**src/rtl/sd_irq_status.sv**
```systemverilog
module sd_irq_status #(
  parameter int W        = 32,
  parameter int BRR_BIT  = 5,
  parameter int DCRC_BIT = 21
) (
  input  logic         clk,
  input  logic         rst,
  input  logic         tune_i,
  input  logic [W-1:0] ev_i,
  input  logic [W-1:0] ev_tag_i,
  input  logic         wr_stat_i,
  input  logic         wr_sten_i,
  input  logic         wr_sigen_i,
  input  logic [W-1:0] wdata_i,
  output logic [W-1:0] stat_o,
  output logic [W-1:0] sten_o,
  output logic [W-1:0] sigen_o,
  output logic         irq_o
);
  localparam logic [W-1:0] BRR_ONLY = {{(W-1){1'b0}}, 1'b1} << BRR_BIT;

  logic [W-1:0] stat_q, sten_q, sigen_q;
  logic         irq_q;

  wire [W-1:0] allow = tune_i ? BRR_ONLY : (~ev_tag_i | BRR_ONLY);
  wire [W-1:0] set_v = ev_i & sten_q & allow;
  wire [W-1:0] clr_v = wr_stat_i ? wdata_i : '0;

  always_ff @(posedge clk) begin
    if (rst) begin
      stat_q  <= '0;
      sten_q  <= '0;
      sigen_q <= '0;
      irq_q   <= 1'b0;
    end else begin
      stat_q <= (stat_q & ~clr_v) | set_v;
      if (wr_sten_i)  sten_q  <= wdata_i;
      if (wr_sigen_i) sigen_q <= wdata_i;
      irq_q <= |(stat_q & sigen_q);
    end
  end

  assign stat_o  = stat_q;
  assign sten_o  = sten_q;
  assign sigen_o = sigen_q;
  assign irq_o   = irq_q;

  p_tune_mask_r3: assert property (@(posedge clk) disable iff (rst)
    tune_i |=> ((stat_q & ~$past(stat_q) & ~BRR_ONLY) == '0));

  p_late_crc_r4: assert property (@(posedge clk) disable iff (rst)
    (ev_tag_i[DCRC_BIT] && !stat_q[DCRC_BIT]) |=> !stat_q[DCRC_BIT]);

  p_en_gate_r6: assert property (@(posedge clk) disable iff (rst)
    1'b1 |=> ((stat_q & ~$past(stat_q) & ~$past(sten_q)) == '0));

  p_w1c_r7: assert property (@(posedge clk) disable iff (rst)
    (wr_stat_i && ev_i == '0) |=> ((stat_q & $past(wdata_i)) == '0));

  p_irq_r9: assert property (@(posedge clk) disable iff (rst)
    1'b1 |=> (irq_q == |($past(stat_q) & $past(sigen_q))));
endmodule

```
**config.mk**
```make
export PLATFORM = sky130hd
export DESIGN_NAME = sd_irq_status
export DESIGN_NICKNAME = d
export VERILOG_FILES = /design/src/rtl/sd_irq_status.sv
export SDC_FILE = /design/constraint.sdc
export NUM_CORES = 1
export LEC_CHECK = 0
export BUFFER_PORTS_ARGS = -buffer_cell sky130_fd_sc_hd__buf_2
export CAP_MARGIN = 20
export CORE_MARGIN = 5
export CORE_UTILIZATION = 45
export CTS_CLUSTER_DIAMETER = 50
export DETAILED_ROUTE_END_ITERATION = 10
export GPL_ROUTABILITY_DRIVEN = 0
export GPL_TIMING_DRIVEN = 0
export PLACE_DENSITY_LB_ADDON = 0.1
export SETUP_SLACK_MARGIN = 0.3
export SLEW_MARGIN = 40
export SYNTH_ARGS = -nofsm -noshare
export SYNTH_HDL_FRONTEND = slang
export SYNTH_SLANG_ARGS = --single-unit
```
**constraint.sdc**
```tcl
create_clock -name clk -period 1.35 [get_ports clk]
set_input_delay 0.135 -clock clk [delete_from_list [all_inputs] [get_ports clk]]
set_output_delay 0.135 -clock clk [all_outputs]
set_load 0.02 [all_outputs]
```
# After elaboration in Yosys (flattened, before gate mapping)
# Cells that the tools add are included.
dict set report word_totals {
  regBits 97
  inputBits 102
  output_inout_bits 97
  wordCells 14
}
dict set report classes {
  muxes 2
  bitwise 7
  reduce_logical 1
}
# cell count
set op_table {}
lappend op_table {{32-bit AND} 4}
lappend op_table {{32-bit two-way mux} 2}
lappend op_table {{32-bit inverter} 2}
lappend op_table {{32-bit bitwise OR} 1}
lappend op_table {{32-bit OR reduction} 1}

# Longest topological paths before layout
# Gate-level depths: netlist (run 1).
dict set report logic_depth {
  depth_word 4
  mapped_depth 4
  depth_no_buf 3
}

# Least setup slack after synthesis (run 1)
# OpenSTA, ideal clock, no wires.
dict set report synth_path {
  path_type {register to register}
  from {reg stat_q[21] (netlist: stat_o[21])}
  to {reg irq_q (netlist: irq_o)}
  setup_time_ps 125
  t_arrival_ps 1058
  t_required_ps 1225
  setup_slack_ps 167
  stages_incl_launch_ff 4
  n_path_buf 0
  synth_period_minus_slack_ps 1183
  cell_sequence {dfxtp_1 > a22oi_1 > nand4_1 > o41a_1}
}
dict set report synth_via {
  elab_chain_len 2
}
# element line
set synth_rtl {}
lappend synth_rtl {{start, declared} 22} ;# logic [W-1:0] stat_q, sten_q, sigen_q;
lappend synth_rtl {{start signal, assigned} 36} ;# stat_q <= (stat_q & ~clr_v) | set_v;
lappend synth_rtl {{32-bit AND} 39} ;# irq_q <= |(stat_q & sigen_q);
lappend synth_rtl {{32-bit OR reduction} 39}
lappend synth_rtl {{end signal, assigned} 39}
lappend synth_rtl {{end, declared} 23} ;# logic irq_q;
# No other way between the ends.
# A chain may end at the register's enable or synchronous reset.

# Worst setup path after layout (run 1)
dict set report layout_path {
  from {reg sigen_q[27] (netlist: sigen_o[27])}
  to {reg irq_q (netlist: irq_o)}
}
dict set report layout_via {
  elab_chain_len 2
}
# element line
set layout_rtl {}
lappend layout_rtl {{start, declared} 22}
lappend layout_rtl {{start signal, assigned} 38} ;# if (wr_sigen_i) sigen_q <= wdata_i;
lappend layout_rtl {{32-bit AND} 39}
lappend layout_rtl {{32-bit OR reduction} 39}
# No other way between the ends.

==> reports/metrics.cfg, run 1 <==
[global_route]
grt_pass1_vias = 3828
gr-total-overflow = 0
grt_start_max_net_pins = 15
grt_pass1_wl_microns = 19700
antenna_found_initial = 0
grtUsageTotal = 0.246

[cts]
cts_max_level = 3
clk_pin_slew_ns = 0.09
clock_latency_ns = 0.35
cts_buffers = 9
ctsHoldBuffers = 0
clock_sinks = 97
cts_buffer_depth = 2
cts_root_buf = clkbuf_8
cts_tree = yes

[placement]
placed_cell_area_sq_um = 5000
hpwl_microns = 9970
place_ws_ns = -0.0529
buffer_ports.inserted = 194

[synthesis]
syn-mean-instance-area_sq_um = 9.71
ys_warn_count = 0
ys_seq_elements = 97
synth_area_sq_um = 3870
synth_cell_types = 16
synth_area_leader_cell = dfxtp_1
syn_nets = 501
ys_seq_area_frac = 0.501
ys_top_cells_by_area = dfxtp_1, mux2i_1, nor2_1, and4bb_2, a21oi_1
syn_inst = 399
synth_top_area_frac = 0.501

[floorplanning]
die_h_microns = 103
die_area_sq_um = 10600
io_pins = 199
std_cell_rows = 33
die_width_microns = 103
core_sq_um = 8300
initial_core_util = 0.467

[critical_path]
r2r_slack_ns = 0.06
required_ns = 1.59
cpMaxStageDelayCell = o41a_1
path_buf_inv = 0
r2r_cells = 3
rr_startpoint = sigen_o[27]
cp_top_family = compound AO/OA/AOI/OAI gates
crit_chain = a22oi_2, nand4_1, o41a_1
slowest_delay_ns = 0.41
cp_max_fo = 2
r2r_end = irq_o
arrival_ns = 1.53
crit_path_start = sigen_o[27]
end_kind = flip-flop
endpoint = irq_o
crit_cells = 3
start_kind = flip-flop
path_class = reg2reg

[timing]
period_share = 0.958
hold_viol = 0
slew_viol_final = 0
worst_slew_pin_slew_ns = 0.737
finalSetupViolations = 0
slew-limit-headroom = 0.509
fin_ws_ns = 0.0564
rsz0062_at_grt = yes
fmax_ghz = 0.773
layout_min_cycle_time_ns = 1.29
fin_skew_ns = 0.00503

[final_layout]
layout_commonest_cell = buf_2
mostFrequentLayoutCells = buf_2, nor2_1, mux2i_1
nNetsFinal = 709
antennaDiodeCount = 0
synthToLayoutAreaGrowth_pct = 40.4
fillCellCount = 725
drive_gt1_frac = 0.492
fin_area_sq_um = 5440

[pwr]
power_frac_comb = 0.161
internal_power_mw = 4.43
cellLeakagePower_nw = 2.72
netSwitchingFraction = 0.261
pwr-share-clk = 0.322
seq_power_share = 0.518
power_switching_mw = 1.56
p_per_area_nw_per_um2 = 1100
vdd_drop_max_v = 0.000647

[route]
drt_pass1_iterations = 4
vias = 3734
ant_nets = 0
wirelength_microns = 13300
drc = 0
drt_iter0_drc = 106
drt-vias-per-instance = 5.21
detail_route.wl_per_cell_microns = 18.5

[min_path]
hold_class = in2reg
worstHoldStart = ev_i[5]

[job]
maxCapViolCount = 0

[status]
status = completed

-- cell families after synthesis --
family          after synthesis  synth area share
simple gates                163             0.219
mux                          64             0.165
flops                        97             0.501
buf+inv                      26            0.0346
compound gates               49            0.0795
-- worst register-to-register path: stages (launching register included) --
cell     delay, ns
dfxtp_2       0.34
a22oi_2       0.27
nand4_1       0.16
o41a_1        0.41
-- stage by stage --
step                      total power, mW  hold WS (ns)  instances  TNS, ns   util
after floorplan                      3.64         0.281        399        0      -
after global placement               4.05         0.395        698   -0.213  0.603
after detailed placement             4.07         0.399        698   -0.373  0.603
after CTS                            6.00        0.0346        716        0  0.635
after global routing                 6.25        0.0564        717        0  0.655
final                                6.00        0.0493        717        0  0.655
-- repair_timing --
| action | 4_1_cts | 5_1_grt |
|---|---|---|
| resized for setup | 19 | 78 |
| setup endpoints to repair | 14 | 65 |
| buffers inserted | 2 | 1 |
| pin swaps | 5 | 3 |
-- flip-flops by register name, summed over array words and instances, names as in the netlist --
signal   flops
sigen_o     32
stat_o      32
sten_o      32
irq_o        1
-- power by group through the flow --
stage,clock [mW],combinational (mW),sequential [mW]
6_report,1.93,0.964,3.11
5_1_grt,2.09,1.04,3.12
4_1_cts,1.98,0.927,3.10
3_5_place_dp,0,0.911,3.16
3_3_place_gp,0,0.892,3.16
2_1_floorplan,0,0.344,3.30
-- layer usage --
metal	wire length (microns)	up-vias	GRT usage
met1	5460	1756	0.315
met2	6480	160	0.423
met3	1190	14	0.0487
met5	0	-	0
met4	143	0	0.0677
li1	-	1804	-
-- worst min path at each step --
stage	depth (start not counted)	slack (ns)	to
4_1_cts	3	0.03	stat_o[5]
2_1_floorplan	2	0.28	sigen_o[21]
6_report	3	0.05	stat_o[5]
5_1_grt	3	0.06	sten_o[14]
3_5_place_dp	3	0.40	stat_o[5]
3_3_place_gp	3	0.40	stat_o[5]
-- cell type report --
class | instances | area (sq um) | area share
sequential | 97 | 2010 | 0.369
timing repair buffer | 197 | 1150 | 0.211
buffer | 25 | 133 | 0.0244
inverter | 1 | 3.75 | 0.000690
tap | 105 | 131 | 0.0242
clock buffer | 14 | 173 | 0.0318
clock inverter | 2 | 35.0 | 0.00644
multi-input combinational | 276 | 1810 | 0.332
-- cells in the mapped netlist --
cell / n
nor4bb_1: 14
a22oi_2: 2
a22oi_1: 15
and4bb_2: 16
a32oi_1: 1
a21oi_1: 30
nand2_1: 32
dfxtp_1: 97
inv_1: 1
buf_2: 11
o41a_1: 1
nand4_1: 4
buf_4: 6
clkbuf_1: 8
mux2i_1: 64
nor2_1: 97
Power figures use the tool's default switching activity.
==> inputs of run 2 (changes only) <==
--- a/config.mk
+++ b/config.mk
@@ -13,7 +13,7 @@
 export DETAILED_ROUTE_END_ITERATION = 10
 export GPL_ROUTABILITY_DRIVEN = 0
 export GPL_TIMING_DRIVEN = 0
-export PLACE_DENSITY_LB_ADDON = 0.1
+export PLACE_DENSITY = 0.79
 export SETUP_SLACK_MARGIN = 0.3
 export SLEW_MARGIN = 40
 export SYNTH_ARGS = -nofsm -noshare
==> run 2 against run 1 <==
Against the previous run:
- largest power group unchanged
- global-route usage rose by 0.074 points
- clock power rose by 5%
- register-to-register slack got worse by 0.03 ns
- non-clock buffer count fell by 2
- worst setup slack got worse by 0.028 ns
- design area fell by 0.53%
- maximum frequency fell by 2.1%
==> reports/metrics.cfg, run 2 (synthesized netlist as in run 1, its figures left out) <==
[status]
status = completed

[route]
wirelength_microns = 13600  ; +2.6%
drt_iter0_drc = 133  ; +25%
drt-vias-per-instance = 5.24  ; +0.55%
wl_met2_microns = 6660  ; +2.8%
met1Wirelength_microns = 5630  ; +3.1%
vias = 3744  ; +0.27%
drc = 0  ; unchanged
ant_nets = 0  ; unchanged
top_layer = met4
wl_met3_microns = 1120  ; -5.8%
drt_pass1_iterations = 4  ; unchanged
detail_route.wl_per_cell_microns = 19.0  ; +2.9%

[floorplanning]
die_area_sq_um = 10600  ; unchanged
core_sq_um = 8300  ; unchanged
die_width_microns = 103  ; unchanged
die_h_microns = 103  ; unchanged
std_cell_rows = 33  ; unchanged
io_pins = 199  ; unchanged
initial_core_util = 0.467  ; unchanged

[timing]
worst_slew_pin_slew_ns = 0.802  ; +0.0652 ns
setup-tns-final_ns = 0  ; unchanged
hold_viol = 0  ; unchanged
fin_skew_ns = 0.00595  ; +0.000924 ns
slew-limit-headroom = 0.465  ; -0.0434
layout_min_cycle_time_ns = 1.32  ; +0.0277 ns
slew_viol_final = 0  ; unchanged
rsz0062_at_grt = yes
finalSetupViolations = 0  ; unchanged
fmax_ghz = 0.757  ; -2.1%
period_share = 0.979  ; +0.0205

[critical_path]
required_ns = 1.58  ; about the same
start_kind = flip-flop
cp_max_fo = 3  ; +1
r2r_slack_ns = 0.03  ; -0.03 ns
path_class = reg2reg
arrival_ns = 1.55  ; +0.02 ns
endpoint = irq_o
crit_path_start = stat_o[27]
r2r_end = irq_o
rr_startpoint = stat_o[27]
end_kind = flip-flop
r2r_cells = 3  ; unchanged

[pwr]
cellLeakagePower_nw = 2.70  ; -0.54%
netSwitchingFraction = 0.268  ; +0.00741
vdd_drop_max_v = 0.000838  ; +30%
power_switching_mw = 1.63  ; +4.3%
p_per_area_nw_per_um2 = 1120  ; +2.0%
internal_power_mw = 4.45  ; +0.41%
power_frac_comb = 0.158  ; -0.003
seq_power_share = 0.510  ; -0.008
pwr-share-clk = 0.332  ; +0.010

[cts]
cts_buffer_depth = 2  ; unchanged
ctsHoldBuffers = 0  ; unchanged
clk_pin_slew_ns = 0.09  ; about the same
cts_root_buf = clkbuf_8
clock_latency_ns = 0.34  ; about the same
cts_max_level = 3  ; unchanged
cts_tree = yes
clock_sinks = 97  ; unchanged
cts_buffers = 9  ; unchanged

[global_route]
antenna_found_initial = 0  ; unchanged
grtUsageTotal = 0.246  ; +0.000738
grt_pass1_wl_microns = 19700  ; -0.39%
gr-total-overflow = 0  ; unchanged
grt_pass1_vias = 3843  ; +0.39%
grt_start_max_net_pins = 16  ; +1

[final_layout]
layout_commonest_cell = buf_2
fillCellCount = 705  ; -2.8%
mostFrequentLayoutCells = buf_2, nor2_1, mux2i_1
fin_area_sq_um = 5410  ; -0.53%
synthToLayoutAreaGrowth_pct = 39.6
antennaDiodeCount = 0  ; unchanged
nNetsFinal = 707  ; -0.28%
drive_gt1_frac = 0.480  ; -0.0115

[placement]
placed_cell_area_sq_um = 5000  ; unchanged
hpwl_microns = 10000  ; +0.31%
buffer_ports.inserted = 194  ; unchanged

[min_path]
hold_class = in2reg

[job]
maxCapViolCount = 0  ; unchanged

==> run 2: repair_timing <==
item,in CTS,in global routing
pin swaps,5,5
endpoints found under the setup margin,10,67
setup buffers,1,0
cloned,0,0
gates resized for setup,13,74
==> run 2: area by class of cell <==
cell class / count / area (sq um) / share of cell area
inverters: 1 / 3.75 / 0.000694
clock inverters: 6 / 81.3 / 0.0150
plain buffers: 25 / 131 / 0.0243
clock buffers: 10 / 128 / 0.0236
well taps: 105 / 131 / 0.0243
flip-flops and latches: 97 / 2000 / 0.370
multi-input cells: 276 / 1810 / 0.335
repair buffers: 195 / 1120 / 0.207
==> run 2: how the worst min path moves through the flow <==
stage	endpoint	startpoint	slack (ns)	cells past startpoint
floorplan	sigen_o[21]	wdata_i[21]	0.28	2
global placement	stat_o[5]	ev_i[5]	0.40	3
detailed placement	stat_o[5]	ev_i[5]	0.40	3
CTS	sigen_o[7]	wdata_i[7]	0.04	3
global route	sigen_o[23]	wdata_i[23]	0.06	3
finish	sigen_o[4]	wdata_i[4]	0.05	3
==> run 2: power groups by stage <==
stage	Sequential, mW	Combinational (mW)	Clock, mW
floorplan	3.30	0.344	0
global placement	3.15	0.896	0
detailed placement	3.16	0.913	0
CTS	3.09	0.924	2.04
global route	3.12	1.03	2.16
finish	3.11	0.961	2.02
==> run 2: worst max-delay path, cell delays in order (launching register included) <==
cell and delay [ns]:
dfxtp_2 0.34, a22oi_2 0.26, nand4_1 0.17, o41a_1 0.43
==> run 2: metal layers <==
metal	global-route usage	vias to the layer above
li1	-	1798
met1	0.308	1780
met2	0.429	149
met3	0.0440	17
met4	0.0837	0
met5	0	-
==> run 2: stage by stage <==
stage | utilization | hold slack (ns) | std cells | total power [mW] | setup WS (ns)
detailed placement | 0.603 | 0.403 | 698 | 4.07 | -0.0612
finish | 0.652 | 0.0519 | 715 | 6.08 | 0.0287
CTS | 0.633 | 0.0389 | 715 | 6.06 | 0.0530
floorplan | - | 0.281 | 399 | 3.64 | 0.207
global route | 0.652 | 0.0566 | 715 | 6.31 | -0.000915
global placement | 0.603 | 0.397 | 698 | 4.05 | -0.0392
==> inputs of run 3 (changes only) <==
--- a/config.mk
+++ b/config.mk
@@ -5,6 +5,7 @@
 export SDC_FILE = /design/constraint.sdc
 export NUM_CORES = 1
 export LEC_CHECK = 0
+export ABC_AREA = 1
 export BUFFER_PORTS_ARGS = -buffer_cell sky130_fd_sc_hd__buf_2
 export CAP_MARGIN = 20
 export CORE_MARGIN = 5
@@ -13,7 +14,7 @@
 export DETAILED_ROUTE_END_ITERATION = 10
 export GPL_ROUTABILITY_DRIVEN = 0
 export GPL_TIMING_DRIVEN = 0
-export PLACE_DENSITY = 0.79
+export PLACE_DENSITY = 0.78
 export SETUP_SLACK_MARGIN = 0.3
 export SLEW_MARGIN = 40
 export SYNTH_ARGS = -nofsm -noshare
==> run 3 against run 2 <==
Against the previous run:
- synthesized area increased by 9.6%
- combinational power increased by 24%
- sequential power increased by 2%
- critical endpoint is now stat_o[8]
- cell count increased by 12%
- die area increased by 8.6%
- design area increased by 9.0%
- non-clock buffer count increased by 5
- largest power group unchanged
- wire length decreased by 2.1%
==> reports/metrics.cfg, run 3 <==
[timing]
slew_viol_final = 0  ; unchanged
fin_hold_ws_ns = 0.0293  ; -0.0225 ns
fmax_ghz = 0.973  ; +29%
rsz0062_at_grt = yes
hold_viol = 0  ; unchanged
fin_skew_ns = 0.0117  ; +0.00571 ns
worst_slew_pin_slew_ns = 0.317  ; -0.486 ns
period_share = 0.761  ; -0.218
slew-limit-headroom = 0.789  ; +0.324
finalSetupViolations = 0  ; unchanged
layout_min_cycle_time_ns = 1.03  ; -0.294 ns
setup-tns-final_ns = 0  ; unchanged

[route]
drc = 0  ; unchanged
wirelength_microns = 13300  ; -2.1%
drt-vias-per-instance = 5.15  ; -1.7%
drt_iter0_drc = 177  ; +33%
vias = 4117  ; +10%
ant_nets = 0  ; unchanged
drt_pass1_iterations = 4  ; unchanged
detail_route.wl_per_cell_microns = 16.6  ; -13%

[synthesis]
synth_common_cells = nor2_1, dfxtp_1, a211oi_2
synth_edf_count = 0  ; unchanged
synth-async-reset-ratio = 0  ; unchanged
synth_cell_types = 16  ; unchanged
syn_nets = 581  ; +16%
syn_inst = 479  ; +20%
ys_top_cells_by_area = dfxtp_1, a211oi_2, nor2_1, buf_6, nand2_1
syn-mean-instance-area_sq_um = 8.86  ; -8.7%
ys_seq_elements = 97  ; unchanged
yosysMostFrequentCell = nor2_1
synth_area_sq_um = 4240  ; +9.6%
ys.flop_type = dfxtp_1
synth_top_area_frac = 0.458  ; -0.0437
ys_warn_count = 0  ; unchanged
synth_area_leader_cell = dfxtp_1
ys_seq_area_frac = 0.458  ; -0.0437

[pwr]
power_switching_mw = 1.81  ; +11%
netSwitchingFraction = 0.278  ; +0.00954
internal_power_mw = 4.70  ; +5.5%
cellLeakagePower_nw = 2.71  ; +0.42%
vdd_drop_max_v = 0.000561  ; -33%
p_per_area_nw_per_um2 = 1100  ; -1.9%
pwr-share-clk = 0.330  ; -0.002
seq_power_share = 0.487  ; -0.023
power_frac_comb = 0.183  ; +0.025

[critical_path]
slowest_delay_ns = 0.38  ; -0.05 ns
crit_path_start = stat_o[8]
path_class = reg2out
cp_max_fo = 3  ; unchanged
cp_top_family = flip-flops
cpMaxStageDelayCell = dfxtp_1
start_kind = flip-flop
end_kind = primary output
rr_startpoint = stat_o[28]
path_buf_inv = 1  ; +1
required_ns = 1.22  ; -0.36 ns
arrival_ns = 0.89  ; -0.66 ns
crit_chain = buf_4

[floorplanning]
io_pins = 199  ; unchanged
std_cell_rows = 35  ; +6.1%
initial_core_util = 0.461  ; -0.00526
die_h_microns = 107  ; +4.2%
die_area_sq_um = 11500  ; +8.6%
core_sq_um = 9200  ; +11%
die_width_microns = 107  ; +4.2%

[cts]
clk_pin_slew_ns = 0.10  ; about the same
clock_sinks = 97  ; unchanged
cts_buffer_depth = 2  ; unchanged
clock_latency_ns = 0.35  ; about the same
cts_root_buf = clkbuf_8
cts_max_level = 3  ; unchanged
post_cts_buffers = 0  ; -1
cts_buffers = 9  ; unchanged
cts_tree = yes

[job]
maxCapViolCount = 0  ; unchanged

[final_layout]
synthToLayoutAreaGrowth_pct = 38.9
nNetsFinal = 786  ; +11%
fillCellCount = 782  ; +11%
drive_gt1_frac = 0.541  ; +0.0610
mostFrequentLayoutCells = buf_2, nor2_1, buf_4
antennaDiodeCount = 0  ; unchanged
layout_commonest_cell = buf_2
final_util = 0.641  ; -0.0108
stdcell_count = 800  ; +12%

[min_path]
hold_class = in2reg
worstHoldStart = ev_tag_i[11]

[global_route]
gr-total-overflow = 0  ; unchanged
grt_pass1_vias = 4174  ; +8.6%
grtUsageTotal = 0.222  ; -0.0239
antenna_found_initial = 0  ; unchanged
grt_start_max_net_pins = 16  ; unchanged
grt_pass1_wl_microns = 20400  ; +3.9%

[status]
status = completed

[placement]
buffer_ports.inserted = 194  ; unchanged
place_inst = 784  ; +12%
hpwl_microns = 9920  ; -0.81%

run 3: cell type report:
type / instances / area (sq um) / area share
Multi-Input combinational cell: 319 / 1880 / 0.319
Tap cell: 111 / 139 / 0.0236
Inverter: 32 / 120 / 0.0204
Clock buffer: 12 / 155 / 0.0263
Buffer: 31 / 305 / 0.0518
Clock inverter: 4 / 75.1 / 0.0127
Timing Repair Buffer: 194 / 1190 / 0.203
Sequential cell: 97 / 2020 / 0.343
run 3: worst reg2reg max path, delay by kind of cell (launching register included):
kind | cells | cell delay [ns]
AO/OA/AOI/OAI | 1 | 0.07
AND/OR/NAND/NOR | 5 | 0.47
flip-flops | 1 | 0.35
run 3: what timing repair did:
item                       4_1_cts  5_1_grt
setup endpoints to repair       36       87
gates resized for setup         38      119
cloned                           0        0
hold buffers                     0        0
pin swaps                        0        0
run 3: metal layers:
layer | global-route usage | up-vias | part of all wire
met1 | 0.265 | 1940 | 0.41
li1 | - | 2024 | -
met4 | 0.0630 | 0 | 0.0049
met5 | 0 | - | 0
met2 | 0.404 | 149 | 0.52
met3 | 0.0421 | 4 | 0.062
run 3: logic make-up after synthesis:
group,count (synthesis),synth area share
and+or+nand+nor,191,0.179
muxes,2,0.00472
buffers and inverters,63,0.100
DFF,97,0.458
AOI/OAI and AO/OA,126,0.258
run 3: power by group through the flow:
| stage | Combinational (mW) | Clock (mW) | Sequential [mW] |
|---|---|---|---|
| finish | 1.19 | 2.15 | 3.17 |
| global route | 1.28 | 2.28 | 3.19 |
| CTS | 1.15 | 2.16 | 3.14 |
| detailed placement | 1.11 | 0 | 3.20 |
| global placement | 1.09 | 0 | 3.19 |
| floorplan | 0.499 | 0 | 3.36 |
run 3: path summary, 6_finish.rpt:
| check | slack [ns] | end | cells past startpoint |
|---|---|---|---|
| max reg2reg | 0.33 | irq_o | 6 |
| max | 0.32 | stat_o[8] | 1 |
| min | 0.03 | stat_o[11] | 4 |
| min reg2reg | 0.49 | stat_o[5] | 2 |
run 3: stage by stage:
stage          total power, mW  cell area [sq um]  setup WS, ns
6_report                  6.50               5890         0.322
5_1_grt                   6.75               5890         0.258
4_1_cts                   6.45               5670         0.300
3_5_place_dp              4.31               5350         0.321
3_3_place_gp              4.28               5350         0.327
2_1_floorplan             3.86               4240         0.454
